**config.mk**
```make
export PLATFORM = sky130hd
export DESIGN_NAME = smatch_top
export DESIGN_NICKNAME = d
export VERILOG_FILES = /design/src/rtl/smatch_pkg.sv /design/src/rtl/smatch_mask_tbl.sv /design/src/rtl/smatch_state.sv /design/src/rtl/smatch_top.sv
export SDC_FILE = /design/constraint.sdc
export NUM_CORES = 2
export LEC_CHECK = 0
export BUFFER_PORTS_ARGS = -buffer_cell sky130_fd_sc_hd__buf_2
export CAP_MARGIN = 10
export CELL_PAD_IN_SITES_DETAIL_PLACEMENT = 1
export CELL_PAD_IN_SITES_GLOBAL_PLACEMENT = 2
export CORE_ASPECT_RATIO = 1.5
export CORE_MARGIN = 10
export CORE_UTILIZATION = 50
export CTS_BUF_LIST = sky130_fd_sc_hd__clkbuf_8
export CTS_CLUSTER_SIZE = 16
export DETAILED_ROUTE_END_ITERATION = 12
export PLACE_DENSITY = 0.9
export SYNTH_ARGS = -nofsm -noshare
export SYNTH_HDL_FRONTEND = slang
export SYNTH_HIERARCHICAL = 1
export SYNTH_SLANG_ARGS = --single-unit
```
**constraint.sdc**
```tcl
create_clock -name clk -period 3.1 [get_ports clk]
set_clock_uncertainty 0.05 [all_clocks]
set_input_delay 0.465 -clock clk [delete_from_list [all_inputs] [get_ports clk]]
set_output_delay 0.465 -clock clk [all_outputs]
set_load 0.05 [all_outputs]
```
**src/rtl/smatch_pkg.sv**
```systemverilog
package smatch_pkg;

  // Shift-or step: move partial matches toward the top bit (zero enters
  // at bit 0), then knock out positions the symbol does not satisfy.
  function automatic logic [31:0] so_step(input logic [31:0] st,
                                          input logic [31:0] msk,
                                          input int unsigned m);
    logic [31:0] keep;
    keep = (m >= 32) ? 32'hFFFF_FFFF : ((32'd1 << m) - 32'd1);
    return ((st << 1) | msk) & keep;
  endfunction

  // Match test: top state bit cleared means the full pattern lined up.
  function automatic logic so_hit(input logic [31:0] st,
                                  input int unsigned m);
    return ~st[m-1];
  endfunction

endpackage

```
**src/rtl/smatch_mask_tbl.sv**
```systemverilog
module smatch_mask_tbl #(
  parameter int SYM_W = 8,
  parameter int M     = 8
) (
  input  logic             clk,
  input  logic             rst_n,
  input  logic             wr_en,
  input  logic [SYM_W-1:0] wr_addr,
  input  logic [M-1:0]     wr_mask,
  input  logic [SYM_W-1:0] rd_addr,
  output logic [M-1:0]     rd_mask
);
  localparam int DEPTH = 1 << SYM_W;

  logic [M-1:0] mem_q [DEPTH];

  always_ff @(posedge clk or negedge rst_n) begin
    if (!rst_n) begin
      for (int i = 0; i < DEPTH; i++) mem_q[i] <= '1;
    end else if (wr_en) begin
      mem_q[wr_addr] <= wr_mask;
    end
  end

  assign rd_mask = mem_q[rd_addr];
endmodule

```
**src/rtl/smatch_state.sv**
```systemverilog
module smatch_state
  import smatch_pkg::*;
#(
  parameter int M = 8
) (
  input  logic         clk,
  input  logic         rst_n,
  input  logic         clr,
  input  logic         step,
  input  logic [M-1:0] mask,
  output logic [M-1:0] st_q,
  output logic         hit_q
);
  logic [31:0] st_ext, msk_ext, nxt_ext;
  logic [M-1:0] st_nxt;

  always_comb begin
    st_ext  = '0;
    msk_ext = '0;
    st_ext[M-1:0]  = st_q;
    msk_ext[M-1:0] = mask;
    nxt_ext = so_step(st_ext, msk_ext, M);
    st_nxt  = nxt_ext[M-1:0];
  end

  always_ff @(posedge clk or negedge rst_n) begin
    if (!rst_n) begin
      st_q  <= '1;
      hit_q <= 1'b0;
    end else if (clr) begin
      st_q  <= '1;
      hit_q <= 1'b0;
    end else if (step) begin
      st_q  <= st_nxt;
      hit_q <= so_hit(nxt_ext, M);
    end else begin
      hit_q <= 1'b0;
    end
  end
endmodule

```
**src/rtl/smatch_top.sv**
```systemverilog
module smatch_top #(
  parameter int SYM_W = 8,
  parameter int M     = 8
) (
  input  logic             clk,
  input  logic             rst_n,
  input  logic             srch_clr,
  input  logic             tbl_we,
  input  logic [SYM_W-1:0] tbl_addr,
  input  logic [M-1:0]     tbl_data,
  input  logic             sym_valid,
  output logic             sym_ready,
  input  logic [SYM_W-1:0] sym_data,
  output logic             match
);
  logic         accept;
  logic         tbl_wr_ok;
  logic [M-1:0] rd_mask;
  logic [M-1:0] st_q;

  assign sym_ready = ~srch_clr;
  assign accept    = sym_valid & sym_ready;
  assign tbl_wr_ok = tbl_we & ~sym_valid;

  smatch_mask_tbl #(.SYM_W(SYM_W), .M(M)) u_tbl (
    .clk     (clk),
    .rst_n   (rst_n),
    .wr_en   (tbl_wr_ok),
    .wr_addr (tbl_addr),
    .wr_mask (tbl_data),
    .rd_addr (sym_data),
    .rd_mask (rd_mask)
  );

  smatch_state #(.M(M)) u_state (
    .clk   (clk),
    .rst_n (rst_n),
    .clr   (srch_clr),
    .step  (accept),
    .mask  (rd_mask),
    .st_q  (st_q),
    .hit_q (match)
  );
endmodule

```
# Word level (Yosys, flattened, before mapping)
# Index checks and enable logic that the tools add are counted.
# totals
output_inout_bits	2
register_bits	2056
word_cells	281
inputBits	29
# classes
n_mux	10
bitwise_logic	8
n_reduce_logical	2
n_lt_le_gt_ge	3
# ops
cell	n
2048-bit bitwise mux	1
8-bit binary-select mux with 8-bit select	1
8-bit demux with 8-bit select	1
8-bit two-way mux	3
9-bit greater-or-equal comparator (second input constant)	2
8-bit NOT with 9-bit output	2
7-bit two-way mux	2
9-bit by 1-bit < comparator with 1-bit output (second input constant)	1
8-bit bitwise OR	1
1-bit NOT	3
1-bit AND	2
1-bit two-way mux	2
2-bit nonzero test	1
1-bit logical AND	1

# Depth between registers and ports, before layout
# depth
depth_word	8
ltp_mapped	15

# Cells and area by module
# The synthesis kept the hierarchy.
# modules_own_cells
module	instances	area_per_inst_um2	seq_area_each_um2	cells_each
smatch_mask_tbl	1	95977.0	53811.6	6068
smatch_state	1	410.4	235.2	35
smatch_top	1	23.8	0.0	3

# Worst setup path after synthesis
# OpenSTA, ideal clock, no wires.
# synth_path
path_type	input to register
startpoint	input port sym_data[0]
endpoint	register, netlist name u_state/st_q[7]
stages	11
path_slack_ns	0.336
arrival_ns	2.630
required_time_ns	2.966
path_cell_list	buf_6 > buf_8 > buf_8 > buf_2 > mux4_2 > a22oi_1 > a21oi_1 > nor4_1 > nor3_1 > nor4b_2 > nor2_1
# synth_lines
item	line_no	source
start, declared	smatch_top.sv:13	input logic [SYM_W-1:0] sym_data,

# Final worst setup path
# layout_path
startpoint	input port sym_data[0]
endpoint	register u_state.st_q[2]
# layout_via
elab_chain_cells	7
# layout_lines
item	line_no	source
8-bit NOT with 9-bit output (implied by the code)	smatch_mask_tbl.sv:25	assign rd_mask = mem_q[rd_addr];
8-bit binary-select mux with 8-bit select	smatch_mask_tbl.sv:25	
8-bit two-way mux (implied by the code) (2 in a row)	smatch_mask_tbl.sv:25	
via rd_mask[2]	smatch_top.sv:18	logic [M-1:0] rd_mask;
8-bit bitwise OR	smatch_pkg.sv:10	return ((st << 1) | msk) & keep;
7-bit two-way mux	smatch_state.sv:33	end else if (step) begin
7-bit two-way mux	smatch_state.sv:30	end else if (clr) begin
end signal, assigned	smatch_state.sv:34	st_q <= st_nxt;
end, declared	smatch_state.sv:11	output logic [M-1:0] st_q,
# The timed path passes the listed nets, and every way through them passes these cells. The select of a mux whose other input is x is not followed.
# A chain may end at the register's enable or synchronous reset.

==> flow_summary.yaml <==
status:
  status: "finished clean"
final_layout:
  drive_above_1_share: 0.840
  fin_nets: 6639
  postLayoutCellArea_um2: 109000
  areaGrowthSynthToFinish_pct: 13.5
  fin_util: 0.570
timing:
  period_share: 0.992
  setup_violations: 0
  slew_viol_final: 0
  worstMarginPinSlew_ps: 1200
  slew_headroom: 0.197
  hold_viol: 0
  finalWorstSetupSlack_ps: 24.4
  period_needed_ps: 3080
  fmax_ghz: 0.325
  rsz0062_at_grt: "false"
power:
  power.leakage_nw: 44.4
  vdd_ir_drop_max_v: 0.000252
  totalPowerFinal_w: 0.0555
  p_per_area_nw_per_um2: 508
global_route:
  grt_pass1_vias: 66552
  overflow: 0
  grt_antenna_before_repair: 9
  grtUsageTotal: 0.271
  grt_pass1_wl_mm: 434
  grt_max_degree: 112
setup_path:
  worstPathArrival_ps: 3890
  cp_max_fo: 18
  startpoint_type: "input port"
  setup.worst_path.end_class: "flip-flop"
  worstPathRequired_ps: 3920
  critPathKind: "in2reg"
  reg2reg_depth: 10
clocking:
  cts_tree: "built"
  cts.htree.levels: 5
  post_cts_buffers: 0
  cts-root-buf: "clkbuf_8"
  cts_buffer_depth: 4
  clk_pin_slew_ps: 60
  clock_sink_count: 2056
  worstSkewPairLatency_ps: 970
  numCtsBuffers: 318
drt:
  wl_per_cell_um: 30.9
  via_count: 57912
  drc: 0
  detail-route-antenna-nets: 0
  via_per_inst: 6.22
  initialDrtViolationCount: 3867
  wl_mm: 288
  dr.pass1.iters: 5
floorplan:
  fp.dieW_um: 378
  start_util: 0.502
  io_pins: 31
  num_rows: 197
  core_um2: 192000
  die-area_um2: 211000
  die_y_um: 558
logic_synthesis:
  synthCells: 6103
  synth_fp_nets: 6132
  netlist_area_um2: 96400
  syn-mean-instance-area_um2: 15.8
  synth_warnings: 6
placed_design:
  place.gp.congestion: 0.886
  place_hpwl_mm: 194
  portBuffers: 30
  place_area_um2: 103000
  pre_cts_ws_ps: -863
min_path:
  holdPathStages: 2
  hp-class: "in2reg"
job:
  cap_viol_max_count: 0
## flip-flops by register name (all words and copies together) (netlist names)
| signal | flops |
|---|---|
| u_state/st_q | 7 |
| u_tbl/mem_q | 2048 |
| u_state/hit_q | 1 |
## worst max-delay path, stage by stage
cell	delay, ps
buf_8	240
buf_12	290
buf_4	270
buf_4	220
mux4_2	520
mux2i_1	270
o311ai_0	330
o31ai_1	690
nor3_1	140
nor4b_1	340
nor2_1	70
## stage by stage
stage,hold slack (ps),TNS (ps),instances
finish,96.7,0,9311
global route,73.6,0,9307
CTS,30.4,0,9304
detailed placement,463,-4850,8772
global placement,454,-4700,8772
floorplan,119,0,6103
## routing by layer
layer	up-vias	GRT usage	part of all wire
met5	-	0	0.00035
met4	14	0.167	0.071
met3	815	0.0440	0.045
met2	1703	0.474	0.51
met1	31598	0.309	0.37
li1	23782	-	-
## report_power, final
group          internal (W)  leakage, nW  switching (W)
clock                0.0118         3.49         0.0107
sequential           0.0282         21.2       0.000397
combinational       0.00173         19.7        0.00261
total                0.0418         44.4         0.0138
## final timing paths
path	from	end	slack, ps
max in group asynchronous	rst_n	u_tbl/mem_q[912]	1650
min reg2reg	u_state/st_q[4]	u_state/st_q[5]	480
max reg2reg	u_tbl/mem_q[66]	u_state/st_q[2]	90
min in group asynchronous	rst_n	u_state/hit_q	110
min	tbl_data[7]	u_tbl/mem_q[455]	100
max	sym_data[0]	u_state/st_q[2]	20
## cell type report
type | count | area, um^2
clock inverter | 136 | 776
fill | 17520 | 82600
antenna | 7 | 17.5
clock buffer | 391 | 5380
multi-input combinational | 3577 | 40000
inverter | 7 | 26.3
tap | 2487 | 3110
sequential | 2056 | 54000
timing repair buffer | 650 | 6100
## cells in the final DEF, fill, tap and decap left out, types with 111 or more instances in the layout
cell type	instances
nand2_1	162
a21oi_1	111
mux2_2	2050
clkbuf_8	399
a22oi_1	160
mux4_2	443
nor2_1	137
mux2i_1	151
dfstp_2	2055
buf_4	521
## repair_timing
action,4_1_cts,5_1_grt
hold endpoints to repair,53,0
setup endpoints to repair,1,0
gates resized for setup,1,0
hold buffers,5,0
(Power assumes the default switching activity.)
